===== src/rtl/pwmq_pkg.sv =====
package pwmq_pkg;

  typedef enum logic [1:0] {
    ACT_NONE   = 2'b00,
    ACT_LOW    = 2'b01,
    ACT_HIGH   = 2'b10,
    ACT_TOGGLE = 2'b11
  } act_e;

  // per-output action word, decoded from wr_data bits 9:8, 5:4, 3:2, 1:0
  typedef struct packed {
    logic [1:0] on_cmpb;
    logic [1:0] on_cmpa;
    logic [1:0] on_prd;
    logic [1:0] on_zro;
  } act_word_t;

  localparam int unsigned ADDR_CMP_A = 0;
  localparam int unsigned ADDR_CMP_B = 1;
  localparam int unsigned ADDR_ACT_A = 2;
  localparam int unsigned ADDR_ACT_B = 3;
  localparam int unsigned ADDR_FRC   = 4;

  localparam int unsigned N_OUT = 2;

  function automatic logic apply_action(input logic cur, input logic [1:0] code);
    case (code)
      ACT_LOW:    return 1'b0;
      ACT_HIGH:   return 1'b1;
      ACT_TOGGLE: return ~cur;
      default:    return cur;
    endcase
  endfunction

  // highest priority event that asks for something wins
  function automatic logic [1:0] pick_action(input act_word_t w, input logic ev_zro,
                                             input logic ev_prd, input logic ev_ca,
                                             input logic ev_cb);
    if (ev_cb && w.on_cmpb != ACT_NONE) return w.on_cmpb;
    if (ev_ca && w.on_cmpa != ACT_NONE) return w.on_cmpa;
    if (ev_prd && w.on_prd != ACT_NONE) return w.on_prd;
    if (ev_zro && w.on_zro != ACT_NONE) return w.on_zro;
    return ACT_NONE;
  endfunction

  function automatic logic reload_due(input logic [1:0] mode, input logic ev_zro,
                                      input logic ev_prd);
    case (mode)
      2'b00:   return ev_zro;
      2'b01:   return ev_prd;
      2'b10:   return ev_zro | ev_prd;
      default: return 1'b1;
    endcase
  endfunction

  function automatic logic force_on(input logic [1:0] f);
    return (f == 2'b01) || (f == 2'b10);
  endfunction

endpackage


===== src/rtl/pwmq_regs.sv =====
module pwmq_regs
  import pwmq_pkg::*;
#(
  parameter int unsigned CNT_W  = 16,
  parameter int unsigned ADDR_W = 3
) (
  input  logic                         clk,
  input  logic                         rst_n,
  input  logic                         tick,
  input  logic                         evt_zero,
  input  logic                         evt_period,
  input  logic                         wr_en,
  input  logic [ADDR_W-1:0]            wr_addr,
  input  logic [CNT_W-1:0]             wr_data,
  output logic [N_OUT-1:0][CNT_W-1:0]  cmp_sh,
  output logic [N_OUT-1:0][CNT_W-1:0]  cmp_act,
  output act_word_t [N_OUT-1:0]        act_word,
  output logic [N_OUT-1:0][1:0]        frc_act
);

  localparam int unsigned FRC_SH_W = 2;

  logic                         zero_tick;
  logic                         frc_load;
  logic                         frc_wr;
  logic [1:0]                   rld_mode;
  logic [N_OUT-1:0][FRC_SH_W-1:0] frc_sh;

  assign zero_tick = tick & evt_zero;
  assign frc_wr    = wr_en && (wr_addr == ADDR_W'(ADDR_FRC));
  assign frc_load  = tick && reload_due(rld_mode, evt_zero, evt_period);

  always_ff @(posedge clk or negedge rst_n) begin
    if (!rst_n) rld_mode <= 2'b00;
    else if (frc_wr) rld_mode <= wr_data[7:6];
  end

  for (genvar i = 0; i < N_OUT; i++) begin : g_ch
    localparam int unsigned CMP_ADDR = ADDR_CMP_A + i;
    localparam int unsigned ACT_ADDR = ADDR_ACT_A + i;
    localparam int unsigned FRC_LSB  = 2 * i;

    always_ff @(posedge clk or negedge rst_n) begin
      if (!rst_n) begin
        cmp_sh[i]  <= '0;
        cmp_act[i] <= '0;
      end else begin
        if (wr_en && wr_addr == ADDR_W'(CMP_ADDR)) cmp_sh[i] <= wr_data;
        if (zero_tick) cmp_act[i] <= cmp_sh[i];
      end
    end

    always_ff @(posedge clk or negedge rst_n) begin
      if (!rst_n) begin
        act_word[i] <= '0;
      end else if (wr_en && wr_addr == ADDR_W'(ACT_ADDR)) begin
        act_word[i].on_zro  <= wr_data[1:0];
        act_word[i].on_prd  <= wr_data[3:2];
        act_word[i].on_cmpa <= wr_data[5:4];
        act_word[i].on_cmpb <= wr_data[9:8];
      end
    end

    always_ff @(posedge clk or negedge rst_n) begin
      if (!rst_n) begin
        frc_sh[i]  <= '0;
        frc_act[i] <= '0;
      end else begin
        if (frc_wr) frc_sh[i] <= wr_data[FRC_LSB +: FRC_SH_W];
        if (frc_load) frc_act[i] <= frc_sh[i];
      end
    end
  end

endmodule


===== src/rtl/pwmq_match.sv =====
module pwmq_match
  import pwmq_pkg::*;
#(
  parameter int unsigned CNT_W = 16
) (
  input  logic [CNT_W-1:0]            cnt,
  input  logic                        cnt_up,
  input  logic [N_OUT-1:0][CNT_W-1:0] cmp_act,
  output logic [N_OUT-1:0]            hit_up
);

  for (genvar i = 0; i < N_OUT; i++) begin : g_hit
    assign hit_up[i] = cnt_up && (cnt == cmp_act[i]);
  end

endmodule


===== src/rtl/pwmq_channel.sv =====
module pwmq_channel
  import pwmq_pkg::*;
(
  input  logic             clk,
  input  logic             rst_n,
  input  logic             tick,
  input  logic             evt_zero,
  input  logic             evt_period,
  input  logic [N_OUT-1:0] hit_up,
  input  act_word_t        act_word,
  input  logic [1:0]       frc,
  output logic [1:0]       code,
  output logic             lvl_q,
  output logic             pwm_o
);

  assign code = tick ? pick_action(act_word, evt_zero, evt_period, hit_up[0], hit_up[1])
                     : ACT_NONE;

  always_ff @(posedge clk or negedge rst_n) begin
    if (!rst_n) lvl_q <= 1'b0;
    else if (tick) lvl_q <= apply_action(lvl_q, code);
  end

  always_comb begin
    if (force_on(frc)) pwm_o = frc[1];
    else               pwm_o = lvl_q;
  end

endmodule


===== src/rtl/pwm_action_qual.sv =====
module pwm_action_qual
  import pwmq_pkg::*;
#(
  parameter int unsigned CNT_W  = 16,
  parameter int unsigned ADDR_W = 3
) (
  input  logic              clk,
  input  logic              rst_n,
  input  logic              tick,
  input  logic [CNT_W-1:0]  cnt,
  input  logic              cnt_up,
  input  logic              evt_zero,
  input  logic              evt_period,
  input  logic              wr_en,
  input  logic [ADDR_W-1:0] wr_addr,
  input  logic [CNT_W-1:0]  wr_data,
  output logic              pwm_a,
  output logic              pwm_b
);

  logic [N_OUT-1:0][CNT_W-1:0] cmp_sh;
  logic [N_OUT-1:0][CNT_W-1:0] cmp_act;
  act_word_t [N_OUT-1:0]       act_word;
  logic [N_OUT-1:0][1:0]       frc_act;
  logic [N_OUT-1:0]            hit_up;
  logic [N_OUT-1:0][1:0]       code;
  logic [N_OUT-1:0]            lvl_q;
  logic [N_OUT-1:0]            pwm_o;

  pwmq_regs #(.CNT_W(CNT_W), .ADDR_W(ADDR_W)) i_regs (
    .clk(clk), .rst_n(rst_n), .tick(tick), .evt_zero(evt_zero),
    .evt_period(evt_period), .wr_en(wr_en), .wr_addr(wr_addr), .wr_data(wr_data),
    .cmp_sh(cmp_sh), .cmp_act(cmp_act), .act_word(act_word), .frc_act(frc_act)
  );

  pwmq_match #(.CNT_W(CNT_W)) i_match (
    .cnt(cnt), .cnt_up(cnt_up), .cmp_act(cmp_act), .hit_up(hit_up)
  );

  for (genvar i = 0; i < N_OUT; i++) begin : g_out
    pwmq_channel i_chan (
      .clk(clk), .rst_n(rst_n), .tick(tick), .evt_zero(evt_zero),
      .evt_period(evt_period), .hit_up(hit_up), .act_word(act_word[i]),
      .frc(frc_act[i]), .code(code[i]), .lvl_q(lvl_q[i]), .pwm_o(pwm_o[i])
    );
  end

  assign pwm_a = pwm_o[0];
  assign pwm_b = pwm_o[1];

endmodule


===== config.mk =====
export PLATFORM = sky130hd
export DESIGN_NAME = pwm_action_qual
export DESIGN_NICKNAME = d
export VERILOG_FILES = /design/src/rtl/pwmq_pkg.sv /design/src/rtl/pwmq_regs.sv /design/src/rtl/pwmq_match.sv /design/src/rtl/pwmq_channel.sv /design/src/rtl/pwm_action_qual.sv
export SDC_FILE = /design/constraint.sdc
export NUM_CORES = 1
export LEC_CHECK = 0
export ABC_AREA = 1
export BUFFER_PORTS_ARGS = -buffer_cell sky130_fd_sc_hd__buf_2
export CAP_MARGIN = 20
export CORE_ASPECT_RATIO = 1.1
export CORE_MARGIN = 2
export CORE_UTILIZATION = 55
export CTS_CLUSTER_SIZE = 24
export DETAILED_ROUTE_END_ITERATION = 8
export PLACE_DENSITY = 0.75
export SETUP_SLACK_MARGIN = 0.5
export SKIP_LAST_GASP = 1
export SLEW_MARGIN = 20
export SYNTH_ARGS = -nofsm -noshare
export SYNTH_HDL_FRONTEND = slang
export SYNTH_HIERARCHICAL = 1
export SYNTH_SLANG_ARGS = --single-unit

===== constraint.sdc =====
create_clock -name clk -period 2.2 [get_ports clk]
set_input_delay 0.22 -clock clk [delete_from_list [all_inputs] [get_ports clk]]
set_output_delay 0.22 -clock clk [all_outputs]
set_load 0.1 [all_outputs]

==> impl_metrics.env <==
export IMPL_status="complete, no violations"
export IMPL_drive_gt1_share_pct=30.6
export IMPL_irDropWorstVdd_uv=371
export IMPL_hpwl_mm=6.87
export IMPL_arrival_ps=2000
export IMPL_clkTransAtPathRegs_ps=90
export IMPL_crit_end="g_out[1].i_chan/lvl_q$_DFFE_PN0P_"
export IMPL_gp_congestion=0.918
export IMPL_syn_to_final_growth_pct=11.2
export IMPL_worst_path_max_fanout=4
export IMPL_finalWirelength_mm=9.85
export IMPL_tightest_slew_ps=530
export IMPL_route_detailed_drc=0
export IMPL_finClkSkew_ps=11.2
export IMPL_vias_per_cell=5.08
export IMPL_grt_remaining_overflow=0
export IMPL_die_w_um=92.2
export IMPL_slew_headroom_pct=64.7
export IMPL_r2r_start="i_regs/cmp_act[11]$_DFFE_PN0P_"
export IMPL_clockBufferDepth=2
export IMPL_cts_sinks=92
export IMPL_required_ps=2500
export IMPL_postRouteAntennaNets=0
export IMPL_grt_max_degree=59
export IMPL_period_needed_ps=1700
export IMPL_wl_per_cell_um=13.6
export IMPL_syn_inst=562
export IMPL_final_setup_worst_slack_ps=504
export IMPL_htreeDepth=3
export IMPL_pin_count=44
export IMPL_worstSetupStartpointType="flop"
export IMPL_grt_pass1_vias=3576
export IMPL_numPortBuffers=43
export IMPL_rows=35
export IMPL_fillers=737
export IMPL_initial_core_util_pct=56.3
export IMPL_first_pass_iters=4
export IMPL_r2r_slack_ps=500
export IMPL_report_final_slew_viol_count=0
export IMPL_drt_iter0_drc=216
export IMPL_worstSetupEndpointType="flop"
export IMPL_die_area_um2=9310
export IMPL_yosysWarningCount=6
export IMPL_multi_input_area_um2=2070
export IMPL_crit_type="reg -> reg"
export IMPL_core_um2=8360
export IMPL_min_from="wr_data[14]"
export IMPL_leakage_nw=2.76
export IMPL_max_freq_ghz=0.590
export IMPL_syn_nets=604
export IMPL_insertion_delay_ps=350
export IMPL_power_density_nw_per_um2=842
export IMPL_reg2reg_depth=13
export IMPL_antenna_found_initial=0
export IMPL_vias=3676
export IMPL_nets=650
export IMPL_post_place_ws_ps=328
export IMPL_syn_avg_cell_area_um2=8.37
export IMPL_antennaDiodeCount=0
export IMPL_cts_tree="yes"
export IMPL_root_buffer="clkbuf_8"
export IMPL_hold_violations=0
export IMPL_die_h_um=101
export IMPL_track_usage_pct=23.1
export IMPL_grt_pass1_wl_mm=16.8
export IMPL_seqCellArea_um2=2300
export IMPL_r2r_end="g_out[1].i_chan/lvl_q$_DFFE_PN0P_"
export IMPL_setup_viol=0
export IMPL_synthesis_area_um2=4710
export IMPL_cts_buffers=9
export IMPL_maxCapViolCount=0
export IMPL_rsz0062_at_grt="true"
export IMPL_whs_ps=144
export IMPL_period_share_pct=77.1
export IMPL_cp_startpoint="i_regs/cmp_act[11]$_DFFE_PN0P_"
export IMPL_setup_tns_final_ps=0
export IMPL_min_path_type="in -> reg"
-- placed cells by master, fill, tap and decap left out, types with 2 or more instances in the layout --
cell / instances
clkinvlp_4: 2
a21oi_1: 6
nand2_2: 35
buf_2: 41
a21oi_2: 2
clkbuf_1: 2
nor2_4: 4
nor2_1: 21
o21ai_0: 2
nand2_1: 192
nor2_2: 8
o22ai_1: 5
nand3_1: 39
dfrtp_1: 92
buf_4: 11
o21ai_2: 56
nand3_4: 2
inv_2: 9
nand4_1: 4
clkbuf_8: 10
inv_1: 52
xor2_1: 6
-- per-layer routing --
| metal | GRT usage [%] | wire, um |
|---|---|---|
| met5 | 0 | 0 |
| met4 | 7.69 | 138 |
| met3 | 4.71 | 568 |
| met2 | 35.5 | 4440 |
| met1 | 33.1 | 4710 |
-- state kept, by name, summed over array words and instances, names as in the netlist --
signal,flops
i_regs/cmp_act,32
i_regs/cmp_sh,32
i_regs/act_word,16
i_regs/frc_act,4
i_regs/frc_sh,4
g_out.i_chan/lvl_q,2
i_regs/rld_mode,2
-- metrics by stage --
step | utilization, % | std cells | cell area [um2] | power [mW]
6_report | 62.6 | 723 | 5230 | 4.41
5_1_grt | 62.6 | 723 | 5230 | 4.70
4_1_cts | 61.9 | 719 | 5170 | 4.40
3_5_place_dp | 59.3 | 701 | 4960 | 3.37
3_3_place_gp | 59.3 | 701 | 4960 | 3.34
2_1_floorplan | - | 562 | 4710 | 3.09
-- what timing repair did --
item | in CTS | in global routing
endpoints found under the setup margin | 2 | 3
hold buffers | 1 | 0
resized for setup | 6 | 11
pin swaps | 7 | 11
hold endpoints to repair | 34 | 0
setup buffers | 2 | 4
-- critical path, stage by stage (launching register included) --
cell	delay, ps
dfrtp_1	420
nand2_1	80
nand2_1	60
nor2_2	130
nand2_1	80
nor2_2	120
nand2_2	70
nor2_4	170
o21ai_2	90
nand2_1	100
nand2_1	60
a21oi_1	140
nand2_1	70
nand2_1	60
-- worst min path at each step --
stage,endpoint,slack (ps),depth (start not counted)
6_report,i_regs/cmp_sh[14]$_DFFE_PN0P_,140,3
5_1_grt,i_regs/cmp_sh[30]$_DFFE_PN0P_,140,3
4_1_cts,i_regs/cmp_sh[14]$_DFFE_PN0P_,130,3
3_5_place_dp,i_regs/cmp_sh[30]$_DFFE_PN0P_,210,1
3_3_place_gp,i_regs/cmp_sh[14]$_DFFE_PN0P_,210,1
2_1_floorplan,g_out[0].i_chan/lvl_q$_DFFE_PN0P_,-80,0
-- power by group --
part           leakage (nW)  switching, mW  internal [mW]
sequential             1.17          0.263           2.03
clock                0.0787          0.577          0.439
combinational          1.51          0.680          0.418
-- area by class of cell --
class,instances,share of cell area [%]
multi-input cells,389,39.5
well taps,111,2.65
repair buffers,55,6.22
flip-flops and latches,92,44.0
clock inverters,3,0.454
clock buffers,12,2.77
inverters,61,4.37
(Power assumes the default switching activity.)
